### config.mk
export PLATFORM = sky130hd
export DESIGN_NAME = clkgen_cfg_slave
export DESIGN_NICKNAME = d
export VERILOG_FILES = /design/src/rtl/clkcfg_pkg.sv /design/src/rtl/clkcfg_sync.sv /design/src/rtl/clkcfg_strap.sv /design/src/rtl/clkcfg_regbank.sv /design/src/rtl/clkgen_cfg_slave.sv
export SDC_FILE = /design/constraint.sdc
export NUM_CORES = 1
export LEC_CHECK = 0
export ABC_AREA = 0
export BUFFER_PORTS_ARGS = -buffer_cell sky130_fd_sc_hd__buf_2
export CAP_MARGIN = 0
export CORE_ASPECT_RATIO = 1.2
export CORE_MARGIN = 2
export CORE_UTILIZATION = 58
export DETAILED_ROUTE_END_ITERATION = 16
export PLACE_DENSITY = 0.84
export SLEW_MARGIN = 40
export SYNTH_ARGS = -nofsm -noshare
export SYNTH_HDL_FRONTEND = slang
export SYNTH_SLANG_ARGS = --single-unit
### constraint.sdc
create_clock -name clk_i -period 2.6 [get_ports clk_i]
set_input_delay 0.52 -clock clk_i [delete_from_list [all_inputs] [get_ports clk_i]]
set_output_delay 0.52 -clock clk_i [all_outputs]
set_load 0.02 [all_outputs]
### src/rtl/clkcfg_pkg.sv
package clkcfg_pkg;
  localparam int unsigned NUM_REGS = 8;
  localparam int unsigned FS_W     = 3;
  localparam int unsigned ITP_REG  = 5;
  localparam int unsigned FS_REG   = 6;
  localparam int unsigned ID_REG   = 7;

  typedef enum logic [2:0] {ST_IDLE, ST_RX, ST_RX_ACK, ST_TX, ST_TX_ACK} bus_state_e;
  typedef enum logic [1:0] {K_ADDR, K_CMD, K_DATA} rx_kind_e;

  function automatic logic [7:0] wr_mask(int unsigned idx);
    case (idx)
      ITP_REG: return 8'hFE;
      FS_REG:  return 8'hF8;
      ID_REG:  return 8'h00;
      default: return 8'hFF;
    endcase
  endfunction

  function automatic logic [7:0] rst_val(int unsigned idx);
    case (idx)
      1:       return 8'hFE;
      3:       return 8'h00;
      4:       return 8'h87;
      5:       return 8'h00;
      6:       return 8'h88;
      7:       return 8'h00;
      default: return 8'hFF;
    endcase
  endfunction
endpackage

### src/rtl/clkcfg_sync.sv
module clkcfg_sync #(
  parameter int unsigned   W       = 2,
  parameter logic [W-1:0]  RST_VAL = '1
) (
  input  logic         clk_i,
  input  logic         rst_ni,
  input  logic [W-1:0] d_i,
  output logic [W-1:0] q_o
);
  for (genvar b = 0; b < W; b++) begin : g_bit
    logic [1:0] ff;
    always_ff @(posedge clk_i or negedge rst_ni) begin
      if (!rst_ni) ff <= {2{RST_VAL[b]}};
      else         ff <= {ff[0], d_i[b]};
    end
    assign q_o[b] = ff[1];
  end
endmodule

### src/rtl/clkcfg_strap.sv
module clkcfg_strap #(
  parameter int unsigned FS_W = clkcfg_pkg::FS_W
) (
  input  logic            clk_i,
  input  logic            rst_ni,
  input  logic            pwrgd_ni,
  input  logic [FS_W-1:0] fs_i,
  input  logic            itp_i,
  output logic [FS_W-1:0] fs_o,
  output logic            itp_o,
  output logic            vld_o
);
  logic pwrgd_ns;

  clkcfg_sync #(.W(1), .RST_VAL(1'b1)) u_pg_sync (
    .clk_i(clk_i), .rst_ni(rst_ni), .d_i(pwrgd_ni), .q_o(pwrgd_ns)
  );

  // one-shot capture on first power-good
  always_ff @(posedge clk_i or negedge rst_ni) begin
    if (!rst_ni) begin
      fs_o  <= '0;
      itp_o <= 1'b0;
      vld_o <= 1'b0;
    end else if (!pwrgd_ns && !vld_o) begin
      fs_o  <= fs_i;
      itp_o <= itp_i;
      vld_o <= 1'b1;
    end
  end
endmodule

### src/rtl/clkcfg_regbank.sv
module clkcfg_regbank
  import clkcfg_pkg::*;
#(
  parameter int unsigned NUM_REGS = clkcfg_pkg::NUM_REGS,
  parameter logic [7:0]  CHIP_ID  = 8'h11,
  localparam int unsigned IDX_W   = $clog2(NUM_REGS)
) (
  input  logic                  clk_i,
  input  logic                  rst_ni,
  input  logic                  we_i,
  input  logic [IDX_W-1:0]      waddr_i,
  input  logic [7:0]            wdata_i,
  input  logic [FS_W-1:0]       fs_i,
  input  logic                  itp_i,
  output logic [NUM_REGS*8-1:0] regs_o
);
  for (genvar r = 0; r < NUM_REGS; r++) begin : g_reg
    localparam logic [7:0] WM = wr_mask(r);
    localparam logic [7:0] RV = rst_val(r);
    logic [7:0] q;
    logic [7:0] ro;

    always_ff @(posedge clk_i or negedge rst_ni) begin
      if (!rst_ni)                             q <= RV;
      else if (we_i && waddr_i == IDX_W'(r))   q <= wdata_i;
    end

    if (r == ITP_REG) begin : g_itp
      assign ro = {7'b0, itp_i};
    end else if (r == FS_REG) begin : g_fs
      assign ro = {{(8-FS_W){1'b0}}, fs_i};
    end else if (r == ID_REG) begin : g_id
      assign ro = CHIP_ID;
    end else begin : g_rw
      assign ro = 8'h00;
    end

    assign regs_o[r*8 +: 8] = (q & WM) | ro;
  end
endmodule

### src/rtl/clkgen_cfg_slave.sv
module clkgen_cfg_slave
  import clkcfg_pkg::*;
#(
  parameter int unsigned NUM_REGS = clkcfg_pkg::NUM_REGS,
  parameter logic [6:0]  DEV_ADDR = 7'h69,
  parameter logic [7:0]  CHIP_ID  = 8'h11
) (
  input  logic                  clk_i,
  input  logic                  rst_ni,
  input  logic                  scl_i,
  input  logic                  sda_i,
  output logic                  sda_oe_o,
  input  logic                  pwrgd_ni,
  input  logic [2:0]            fs_strap_i,
  input  logic                  itp_strap_i,
  output logic [NUM_REGS*8-1:0] regs_o
);
  localparam int unsigned IDX_W = $clog2(NUM_REGS);

  logic scl_s, sda_s, scl_q, sda_q;
  logic scl_rise, scl_fall, start_det, stop_det;

  clkcfg_sync #(.W(2), .RST_VAL(2'b11)) u_bus_sync (
    .clk_i(clk_i), .rst_ni(rst_ni), .d_i({scl_i, sda_i}), .q_o({scl_s, sda_s})
  );

  always_ff @(posedge clk_i or negedge rst_ni) begin
    if (!rst_ni) begin
      scl_q <= 1'b1;
      sda_q <= 1'b1;
    end else begin
      scl_q <= scl_s;
      sda_q <= sda_s;
    end
  end

  assign scl_rise  = scl_s & ~scl_q;
  assign scl_fall  = ~scl_s & scl_q;
  assign start_det = scl_s & scl_q & sda_q & ~sda_s;
  assign stop_det  = scl_s & scl_q & ~sda_q & sda_s;

  logic [FS_W-1:0] strap_fs;
  logic            strap_itp, strap_vld;

  clkcfg_strap #(.FS_W(FS_W)) u_strap (
    .clk_i(clk_i), .rst_ni(rst_ni), .pwrgd_ni(pwrgd_ni),
    .fs_i(fs_strap_i), .itp_i(itp_strap_i),
    .fs_o(strap_fs), .itp_o(strap_itp), .vld_o(strap_vld)
  );

  bus_state_e       state;
  rx_kind_e         kind;
  logic [3:0]       bitcnt;
  logic [7:0]       shreg, remaining;
  logic [IDX_W-1:0] byte_idx;
  logic [IDX_W:0]   ptr;
  logic             ack_drv, go_tx, blk_mode, need_cnt, wr_done, send_cnt;

  logic [7:0]       rx_byte, rd_byte, tx_next;
  logic             reg_we;
  logic [IDX_W-1:0] reg_waddr;

  assign rx_byte   = {shreg[6:0], sda_s};
  assign rd_byte   = ptr[IDX_W] ? 8'h00 : regs_o[int'(ptr[IDX_W-1:0])*8 +: 8];
  assign tx_next   = send_cnt ? 8'(NUM_REGS) : rd_byte;
  assign reg_waddr = blk_mode ? ptr[IDX_W-1:0] : byte_idx;

  always_comb begin
    reg_we = 1'b0;
    if (state == ST_RX && scl_rise && bitcnt == 4'd7 && kind == K_DATA) begin
      if (blk_mode) reg_we = !need_cnt && remaining != 8'd0 && !ptr[IDX_W];
      else          reg_we = !wr_done;
    end
  end

  clkcfg_regbank #(.NUM_REGS(NUM_REGS), .CHIP_ID(CHIP_ID)) u_regs (
    .clk_i(clk_i), .rst_ni(rst_ni), .we_i(reg_we), .waddr_i(reg_waddr),
    .wdata_i(rx_byte), .fs_i(strap_fs), .itp_i(strap_itp), .regs_o(regs_o)
  );

  always_ff @(posedge clk_i or negedge rst_ni) begin
    if (!rst_ni) begin
      state     <= ST_IDLE;
      kind      <= K_ADDR;
      bitcnt    <= '0;
      shreg     <= '0;
      remaining <= '0;
      byte_idx  <= '0;
      ptr       <= '0;
      ack_drv   <= 1'b0;
      go_tx     <= 1'b0;
      blk_mode  <= 1'b0;
      need_cnt  <= 1'b0;
      wr_done   <= 1'b0;
      send_cnt  <= 1'b0;
      sda_oe_o  <= 1'b0;
    end else if (start_det) begin
      state    <= ST_RX;
      kind     <= K_ADDR;
      bitcnt   <= '0;
      ack_drv  <= 1'b0;
      sda_oe_o <= 1'b0;
    end else if (stop_det) begin
      state    <= ST_IDLE;
      sda_oe_o <= 1'b0;
    end else begin
      unique case (state)
        ST_RX: if (scl_rise) begin
          shreg  <= rx_byte;
          bitcnt <= bitcnt + 1'b1;
          if (bitcnt == 4'd7) begin
            state   <= ST_RX_ACK;
            ack_drv <= 1'b0;
            go_tx   <= 1'b0;
            unique case (kind)
              K_ADDR: begin
                if (rx_byte[7:1] != DEV_ADDR) state <= ST_IDLE;
                else if (rx_byte[0]) begin
                  go_tx    <= 1'b1;
                  send_cnt <= blk_mode;
                  ptr      <= blk_mode ? '0 : {1'b0, byte_idx};
                end else kind <= K_CMD;
              end
              K_CMD: begin
                blk_mode <= ~rx_byte[7];
                byte_idx <= rx_byte[IDX_W-1:0];
                ptr      <= '0;
                need_cnt <= 1'b1;
                wr_done  <= 1'b0;
                kind     <= K_DATA;
              end
              default: begin
                if (!blk_mode) wr_done <= 1'b1;
                else if (need_cnt) begin
                  need_cnt  <= 1'b0;
                  remaining <= rx_byte;
                end else if (remaining != 8'd0) begin
                  remaining <= remaining - 1'b1;
                  if (!ptr[IDX_W]) ptr <= ptr + 1'b1;
                end
              end
            endcase
          end
        end
        ST_RX_ACK: if (scl_fall) begin
          if (!ack_drv) begin
            sda_oe_o <= 1'b1;
            ack_drv  <= 1'b1;
          end else begin
            ack_drv <= 1'b0;
            bitcnt  <= '0;
            if (go_tx) begin
              shreg    <= tx_next;
              sda_oe_o <= ~tx_next[7];
              state    <= ST_TX;
              if (send_cnt) send_cnt <= 1'b0;
              else if (!ptr[IDX_W]) ptr <= ptr + 1'b1;
            end else begin
              sda_oe_o <= 1'b0;
              state    <= ST_RX;
            end
          end
        end
        ST_TX: begin
          if (scl_rise) bitcnt <= bitcnt + 1'b1;
          else if (scl_fall) begin
            if (bitcnt == 4'd8) begin
              sda_oe_o <= 1'b0;
              state    <= ST_TX_ACK;
            end else begin
              shreg    <= {shreg[6:0], 1'b0};
              sda_oe_o <= ~shreg[6];
            end
          end
        end
        ST_TX_ACK: begin
          if (scl_rise) begin
            if (sda_s) state <= ST_IDLE;  // master NACK ends the read
          end else if (scl_fall) begin
            shreg    <= tx_next;
            sda_oe_o <= ~tx_next[7];
            bitcnt   <= '0;
            state    <= ST_TX;
            if (send_cnt) send_cnt <= 1'b0;
            else if (!ptr[IDX_W]) ptr <= ptr + 1'b1;
          end
        end
        default: ;
      endcase
    end
  end
endmodule

==> metrics.txt, run 1 <==
Switching Fraction=a little over a quarter; Worst-path clk slew=70 ps; Cell Area, Synth=approximately 5600 µm²; worst IR drop on VDD=about 0.00045 V; antenna fix cells=0; Fin. Hold Viols=0; Initial Util=around three fifths; switching pwr=between 900 and 1000 µW; Logic pwr share=approximately 9.7%; Critical Path Start=u_bus_sync.g_bit[1].ff[1]; Die Y=about 110 µm; DR vias=between 4k and 5k; CTS root buffer=clkbuf_16; Period minus WS final=roughly 2500 ps; CP endpoint kind=register; die area=between 10000 and 15000 µm²; hold slack=between 150 and 200 ps; Most used DFF post-synth=dfrtp_1; WL/cell=20.7 µm; CTS Buf Count=9; met2 Use GR=50.0%; drt initial violations=about 400; Worst setup SP type=register; largest net degree at the start of global routing=64; Max-cap violations=0; min-delay worst type=input pin to asynchronous set/reset pin; critical path required time=~2900 ps; Clk pwr share=between 40 and 50%; RSZ-0062 raised after global routing=false; chip width=94.0 µm; Fmax achieved=slightly above 0.4 GHz; total chip power=roughly 3500 µW; grt total ovfl=0; Ports=74; post-synthesis cell count=between 500 and 600; Area Growth Syn to Fin=14.4%; CTS tree=yes; #FFs+latches synth=about 100; largest cells by area after synthesis=dfrtp_1, dfstp_2, mux2_2, mux4_2, nand2_1; worst skew pair latency=about 360 ps; post-DP HPWL=around 10 mm; Data arrival, critical path=~2700 ps; CP max FO=7; register area share after synthesis=a little under half; Clock Sinks=about 100; Internal=between 2000 and 3000 µW; GRT Util Overall=30.4%; Avg Cell Area, Syn=about 11 µm²; First-pass DRT Iterations=7; Flop pwr share=49.3%; CORE AREA=between 9000 and 10000 µm²; vias per cell=~6.3; Nets=about 600; Yosys top cell area share=29.3%; Power Density=~540 nW/µm²; layout cell share with drive strength beyond 1=39.2%; gp weighted congestion=~0.92; Top Usage Layer GRT=met2; Final Skew=8.39 ps; WL final=about 15 mm; Final period util=94.5%; Residual DRC=0; Antenna Nets Post-Route=0; H-Tree Depth=3; global-route wire length before repair=approximately 25 mm; worst setup path class=register to register; worst-margin pin slew=between 600 and 700 ps; P_leak=0.00298 µW; Ys Warns=0; Max Root-Sink Buffers=2; initial antenna violation count=0; Slew Limit Fails=0; area leader, netlist=dfrtp_1; met1 usage=a little under two fifths; met3 Use GR=4.77%; Fin Setup TNS=0 ps; endpoints failing setup=0; ys async rst share=100%; vias in the first global route=approximately 4.7k; input/output buffers=65; FP Rows=39; Slew HR=between 50 and 60%; EDFF count, synth=0; Worst R2R Start=u_bus_sync.g_bit[1].ff[1]; run status=completed; Cell variety after synth=67
-- cell usage after synthesis, drive strengths merged (7+ instances only) --
library cell  instances
dfrtp                66
mux2                 69
nand2b               11
dfstp                37
inv                  20
clkbuf               21
nor2                 28
o21ai                28
mux2i                10
mux4                  8
nand2                47
o211ai                7
o31ai                 7
a221oi               10
nor3                  8
nor2b                 7
a31oi                 7
buf                  15
ha                    8
a21oi                23
-- metal layers --
| layer | up-vias | share of wire, % |
|---|---|---|
| met3 | 51 | 6.1 |
| met2 | 220 | 51 |
| met1 | 2250 | 38 |
| li1 | 2029 | - |
| met5 | - | 0 |
| met4 | 0 | 4.7 |
-- timing repair --
| action | in CTS | in global routing |
|---|---|---|
| gates resized for setup | 0 | 1 |
| buffers inserted | 0 | 0 |
| hold buffers | 0 | 0 |
| endpoints found under the setup margin | 0 | 1 |
-- cell type report --
cell class / instances / area [µm²]
repair buffers: 87 / 505
fillers: 679 / 3060
inverters: 22 / 82.6
well taps: 123 / 154
multi-input cells: 366 / 2780
clock buffers: 10 / 239
clock inverters: 6 / 73.8
flip-flops and latches: 103 / 2620
-- worst max-delay path, stage by stage, from the launching register on --
cell	delay (ps)
dfstp_2	560
ha_1	320
and4b_1	260
nand2_1	200
a2111o_1	510
a21o_1	210
a211o_1	290
-- layout by cell type, fill, tap and decap left out, types with 6 or more instances in the layout --
cell / Yosys / routed
buf_4: 12 / 22
a221oi_1: 10 / 10
nor3_1: 8 / 8
dfstp_2: 37 / 37
nor2b_1: 7 / 7
a31oi_1: 7 / 7
buf_2: 3 / 64
o21ai_0: 28 / 28
ha_1: 8 / 8
nand2b_1: 11 / 11
inv_1: 20 / 20
clkbuf_16: 0 / 9
nand3_1: 6 / 6
nand2_1: 47 / 47
conb_1: 2 / 8
nor2_1: 27 / 27
a21oi_1: 23 / 23
mux2i_1: 10 / 10
dfrtp_1: 66 / 66
o31ai_1: 7 / 7
mux4_2: 8 / 8
mux2_2: 69 / 69
-- power by group through the flow --
stage,Sequential (µW),Combinational (µW),Clock [µW]
final,1700,334,1420
after global routing,1710,362,1490
after CTS,1700,328,1430
after detailed placement,1730,325,0
after global placement,1730,315,0
after floorplan,1700,202,0
-- stage by stage --
| step | worst slack, ps | std cells | utilization (%) | instance area, µm² |
|---|---|---|---|---|
| 3_5_place_dp | 210 | 701 | 64.5 | 6140 |
| 3_3_place_gp | 251 | 701 | 64.5 | 6140 |
| 6_report | 142 | 717 | 67.8 | 6450 |
| 4_1_cts | 172 | 717 | 67.8 | 6450 |
| 2_1_floorplan | 336 | 527 | - | 5660 |
| 5_1_grt | 92.3 | 717 | 67.8 | 6450 |
-- flip-flops by register name, indices dropped and copies added (netlist names), 2 cells and up --
name / count
u_regs.g.q: 52
ptr: 4
u_strap.fs_o: 3
remaining: 8
bitcnt: 4
u_bus_sync.g_bit.ff: 4
state: 3
u_strap.u_pg_sync.g_bit.ff: 2
shreg: 7
byte_idx: 3
kind: 2
-- kinds of logic (layout without fill, tap and decap cells) --
logic type	Yosys count	count (layout)	synth area share (%)
simple gates	142	142	12.9
compound gates	118	118	14.7
flops	103	103	46.5
mux	87	87	18.7
buf+inv	58	125	4.75
fa+ha+maj	8	8	1.78
xor+xnor	3	3	0.466
other cells	2	8	0.133
-- path summary, 6_finish.rpt --
kind	slack (ps)	to	depth (start not counted)
max in group asynchronous	1690	u_regs.g_reg[1].q[4]	2
worst min-delay path	160	state[0]	1
worst max-delay path	140	ptr[2]	6
min in group clk_i	260	u_strap.u_pg_sync.g_bit[0].ff[0]	1
worst max register to register	140	ptr[2]	6
worst min register to register	360	u_bus_sync.g_bit[0].ff[1]	0
Power figures use the tool's default switching activity.
==> inputs of run 2 (changes only) <==
--- a/config.mk
+++ b/config.mk
@@ -10,9 +10,9 @@
 export CAP_MARGIN = 0
 export CORE_ASPECT_RATIO = 1.2
 export CORE_MARGIN = 2
-export CORE_UTILIZATION = 58
+export CORE_UTILIZATION = 60
 export DETAILED_ROUTE_END_ITERATION = 16
-export PLACE_DENSITY = 0.84
+export PLACE_DENSITY = 0.86
 export SLEW_MARGIN = 40
 export SYNTH_ARGS = -nofsm -noshare
 export SYNTH_HDL_FRONTEND = slang
==> constraint.sdc (replaced) <==
create_clock -name clk_i -period 2.9 [get_ports clk_i]
set_input_delay 0.58 -clock clk_i [delete_from_list [all_inputs] [get_ports clk_i]]
set_output_delay 0.58 -clock clk_i [all_outputs]
set_load 0.02 [all_outputs]
==> metrics.txt, run 2 (synthesis results as in run 1) <==
run status=completed (unchanged); vias per cell=6.54 (was 6.35); Placement Setup Slack=490 ps (was 210 ps); Clock Sinks=103 (unchanged); P_leak=0.00285 µW (was 0.00298 µW); CTS Hold Bufs=0 (unchanged); Max-cap violations=0 (unchanged); Largest register FFs=52 (unchanged); Max Root-Sink Buffers=2 (unchanged); endpoints failing setup=0 (unchanged); gp weighted congestion=0.917 (was 0.920); RSZ-0062 raised after global routing=false (unchanged); Nets=591 (was 606); Power Density=435 nW/µm² (was 536 nW/µm²); CTS resizes=0 (unchanged); CP max FO=22 (was 7); vias in the first global route=4620 (was 4676); Initial Util=62.1% (was 59.3%); FP Rows=38 (was 39); global-route wire length before repair=23.4 mm (was 24.7 mm); Fin Setup TNS=0 ps (unchanged); Post-CTS Setup Bufs=0 (unchanged); initial antenna violation count=0 (unchanged); critical path required time=3140 ps (was 2850 ps); CTS root buffer=clkbuf_8 (was clkbuf_16); Fin. Hold Viols=0 (unchanged); # fillers=609 (was 679); Final Skew=5.90 ps (was 8.39 ps); worst-margin pin slew=777 ps (was 613 ps); Critical R2R Capture=ptr[1] (was ptr[2]); CTS Buf Count=9 (unchanged); First-pass DRT Iterations=5 (was 7); CTS tree=yes (unchanged); Ports=74 (unchanged); hold slack=243 ps (was 155 ps); placed instance area=6020 µm² (was 6140 µm²); reg2reg setup slack=400 ps (was 140 ps); Die Y=110 µm (was 112 µm); Worst-path clk slew=90 ps (was 70 ps); Data arrival, critical path=2740 ps (was 2710 ps); layout cell share with drive strength beyond 1=37.5% (was 39.2%); Slew HR=48.2% (was 58.7%); chip width=92.5 µm (was 94.0 µm); Slew Limit Fails=0 (unchanged); commonest cells after routing, fill and taps aside=mux2_2, dfrtp_1, buf_2 (unchanged); grt total ovfl=0 (unchanged); Fmax achieved=0.400 GHz (was 0.407 GHz); die area=10200 µm² (was 10500 µm²); post-DP HPWL=9.77 mm (was 10.2 mm); worst skew pair latency=380 ps (was 360 ps); CP endpoint kind=register (unchanged); GRT Util Overall=29.9% (was 30.4%); worst IR drop on VDD=0.000414 V (was 0.000447 V); final worst slack=401 ps (was 142 ps); WL final=14.3 mm (was 14.9 mm); design area=6220 µm² (was 6450 µm²); Area Growth Syn to Fin=10.3% (was 14.4%); Worst R2R Start=state[1] (was u_bus_sync.g_bit[1].ff[1]); drt initial violations=448 (was 401); commonest non-fill, non-tap cell in the layout=mux2_2 (unchanged); H-Tree Depth=3 (unchanged); DR vias=4568 (was 4550); min-delay worst type=input pin to asynchronous set/reset pin (unchanged); worst setup path class=register to register (unchanged); Antenna Nets Post-Route=0 (unchanged); Biggest register=u_regs.g.q (unchanged); worst r2r path cells=5 (was 6); largest registers=u_regs.g.q (52), remaining (8), shreg (7) (unchanged); Final period util=86.2% (was 94.5%); Residual DRC=0 (unchanged); Period minus WS final=2500 ps (was 2460 ps); largest net degree at the start of global routing=54 (was 64); Worst setup SP type=register (unchanged); total chip power=2710 µW (was 3460 µW); input/output buffers=65 (unchanged); antenna fix cells=0 (unchanged); WL/cell=20.5 µm (was 20.7 µm); CORE AREA=9080 µm² (was 9520 µm²)
-- run 2: cell types whose count changed in the layout (fill, tap and decap cells not counted), sizes merged --
cell,previous run,this run
buf,87,72
clkinv,4,5
clkbuf,10,9
-- run 2: how the worst max path moves through the flow --
stage	start	end	depth (start not counted)
after floorplan	u_bus_sync.g_bit[1].ff[1]	ptr[2]	7
after global placement	state[1]	remaining[3]	5
after detailed placement	remaining[0]	u_regs.g_reg[4].q[3]	7
after CTS	state[1]	ptr[1]	5
after global routing	state[1]	ptr[1]	5
final	state[1]	ptr[1]	5
-- run 2: power by group --
group          leakage (µW)  internal (µW)  total (µW)  switching (µW)
clock network      0.000106            410         918             509
logic               0.00146           73.1         181             108
registers           0.00129           1480        1610             132
total               0.00285           1960        2710             748
-- run 2: area by class of cell --
cell class | count | area, µm² | share of cell area, %
Sequential cell | 103 | 2620 | 42.2
Inverter | 22 | 82.6 | 1.33
Clock buffer | 9 | 124 | 1.99
Timing Repair Buffer | 72 | 393 | 6.31
Clock inverter | 7 | 78.8 | 1.27
Tap cell | 120 | 150 | 2.41
Multi-Input combinational cell | 366 | 2770 | 44.5
-- run 2: stage by stage --
step / utilization, % / instances
floorplan: - / 527
global placement: 66.3 / 683
detailed placement: 66.3 / 683
CTS: 68.5 / 699
global route: 68.5 / 699
finish: 68.5 / 699
-- run 2: critical path: stages, from the launching register on --
cell and delay [ps]:
dfrtp_1 800, xnor2_1 200, or3_1 380, a2111o_1 480
a211oi_1 340, o22ai_1 150
-- run 2: per-layer routing --
| metal | GRT usage (%) | share of wire, % | up-vias | routed length, µm |
|---|---|---|---|---|
| li1 | - | - | 2000 | - |
| met1 | 35.9 | 37 | 2216 | 5350 |
| met2 | 48.9 | 49 | 272 | 7070 |
| met3 | 5.23 | 6.8 | 80 | 975 |
| met4 | 21.7 | 6.5 | 0 | 930 |
| met5 | 0 | 0 | - | 0 |
==> inputs of run 3 (changes only) <==
--- a/config.mk
+++ b/config.mk
@@ -6,13 +6,13 @@
 export NUM_CORES = 1
 export LEC_CHECK = 0
 export ABC_AREA = 0
-export BUFFER_PORTS_ARGS = -buffer_cell sky130_fd_sc_hd__buf_2
 export CAP_MARGIN = 0
 export CORE_ASPECT_RATIO = 1.2
 export CORE_MARGIN = 2
 export CORE_UTILIZATION = 60
 export DETAILED_ROUTE_END_ITERATION = 16
-export PLACE_DENSITY = 0.86
+export DONT_BUFFER_PORTS = 1
+export PLACE_DENSITY = 0.8
 export SLEW_MARGIN = 40
 export SYNTH_ARGS = -nofsm -noshare
 export SYNTH_HDL_FRONTEND = slang
==> metrics.txt, run 3 (synthesis results as in run 1) <==
run status=completed (unchanged); Antenna Nets Post-Route=0 (unchanged); Critical Path Max Stage Delay=570 ps (was 800 ps); Fin. Hold Viols=0 (unchanged); P_leak=0.00253 µW (was 0.00285 µW); reg2reg setup slack=430 ps (was 400 ps); CTS root buffer=clkbuf_8 (unchanged); Slew Limit Fails=0 (unchanged); CORE AREA=9080 µm² (unchanged); worst-margin pin slew=721 ps (was 777 ps); Power Density=460 nW/µm² (was 435 nW/µm²); Post-CTS Setup Bufs=0 (unchanged); Biggest register=u_regs.g.q (unchanged); Clk pwr share=35.3% (was 33.9%); crit path cell chain=ha_1 -> nand4b_1 -> a211oi_2 -> o2111a_2 -> o21ai_0 -> a22o_1 (was xnor2_1 -> or3_1 -> a2111o_1 -> a211oi_1 -> o22ai_1); GRT Util Overall=28.5% (was 29.9%); Largest register FFs=52 (unchanged); Period minus WS final=2470 ps (was 2500 ps); DP Cell Count=620 (was 683); global-route wire length before repair=22.2 mm (was 23.4 mm); commonest non-fill, non-tap cell in the layout=mux2_2 (unchanged); CTS tree=yes (unchanged); antenna fix cells=0 (unchanged); Data arrival, critical path=2740 ps (about the same); die area=10200 µm² (unchanged); WL/cell=21.9 µm (was 20.5 µm); Final Skew=15.6 ps (was 5.90 ps); design area=5940 µm² (was 6220 µm²); Switching Fraction=28.1% (was 27.6%); grt total ovfl=0 (unchanged); FP Rows=38 (unchanged); CTS Buf Count=9 (unchanged); switching pwr=768 µW (was 748 µW); Max Root-Sink Buffers=2 (unchanged); Logic pwr share=5.8% (was 6.7%); Critical path buffers and inverters=0 (unchanged); placed instance area=5690 µm² (was 6020 µm²); Residual DRC=0 (unchanged); DR vias=4288 (was 4568); layout cell share with drive strength beyond 1=30.0% (was 37.5%); RSZ-0062 raised after global routing=false (unchanged); Fmax achieved=0.405 GHz (was 0.400 GHz); Area Growth Syn to Fin=5.28% (was 10.3%); Final period util=85.2% (was 86.2%); worst IR drop on VDD=0.000494 V (was 0.000414 V); H-Tree Depth=3 (unchanged); gp weighted congestion=0.916 (was 0.917); Ports=74 (unchanged); critical path's top delay family=compound AO/OA/AOI/OAI gates (unchanged); Die Y=110 µm (unchanged); commonest cells after routing, fill and taps aside=mux2_2, dfrtp_1, nand2_1 (was mux2_2, dfrtp_1, buf_2); min-delay worst type=input pin to asynchronous set/reset pin (unchanged); fin util=65.4% (was 68.5%); vias per cell=6.73 (was 6.54); CP max FO=16 (was 22); hold slack=26.2 ps (was 243 ps); Worst-path clk slew=100 ps (was 90 ps); Slowest cell on crit path=dfstp_2 (was dfrtp_1); fin cells=637 (was 699); largest registers=u_regs.g.q (52), remaining (8), shreg (7) (unchanged); Initial Util=62.1% (unchanged); worst skew pair latency=390 ps (was 380 ps); Clock Sinks=103 (unchanged); Fin Setup TNS=0 ps (unchanged); initial antenna violation count=0 (unchanged); Max-cap violations=0 (unchanged); critical path required time=3170 ps (was 3140 ps); Nets=529 (was 591); largest net degree at the start of global routing=67 (was 54); chip width=92.5 µm (unchanged); drt initial violations=346 (was 448); worst setup path class=register to register (unchanged); endpoints failing setup=0 (unchanged); Internal=1960 µW (about the same); # fillers=679 (was 609); First-pass DRT Iterations=5 (unchanged); Flop pwr share=58.9% (was 59.4%); vias in the first global route=4315 (was 4620); CTS resizes=0 (unchanged); Slew HR=52.0% (was 48.2%); input/output buffers=0 (was 65); WL final=14.0 mm (was 14.3 mm); post-DP HPWL=9.54 mm (was 9.77 mm); Worst setup SP type=register (unchanged); CP endpoint kind=register (unchanged); CTS Hold Bufs=1 (was 0)
## run 3: stage by stage
stage	worst slack [ps]	total power [µW]
finish	430	2730
floorplan	636	1700
global route	293	2820
detailed placement	459	1760
CTS	449	2730
global placement	548	1750
## run 3: area by class of cell
cell class                      count  area [µm²]  area share, %
Clock buffer                        9         124           2.09
Clock inverter                      7        91.3           1.54
Inverter                           22        82.6           1.39
Multi-Input combinational cell    366        2770           46.7
Sequential cell                   103        2620           44.2
Tap cell                          120         150           2.53
Timing Repair Buffer               10        95.1           1.60
## run 3: final timing paths
check / from / endpoint / cells past startpoint
worst max register to register: u_bus_sync.g_bit[1].ff[1] / remaining[3] / 6
min in group clk_i: sda_i / u_bus_sync.g_bit[0].ff[0] / 0
worst min-delay path: rst_ni / scl_q / 0
worst min register to register: u_bus_sync.g_bit[1].ff[0] / u_bus_sync.g_bit[1].ff[1] / 0
max in group asynchronous: rst_ni / u_regs.g_reg[4].q[5] / 1
worst max-delay path: u_bus_sync.g_bit[1].ff[1] / remaining[3] / 6
## run 3: per-layer routing
metal  up-vias  GRT usage (%)  part of all wire (%)  wire length [µm]
met5         -              0                     0                 0
met1      2133           34.8                    38              5280
met2       223           46.1                    49              6890
met3        53           7.14                   7.7              1080
li1       1879              -                     -                 -
met4         0           16.8                   5.2               724
## run 3: power by group through the flow
stage / combinational (µW) / sequential [µW] / clock [µW]
after global routing: 179 / 1620 / 1020
after floorplan: 182 / 1520 / 0
after CTS: 160 / 1600 / 973
after global placement: 131 / 1620 / 0
after detailed placement: 135 / 1630 / 0
final: 160 / 1610 / 964
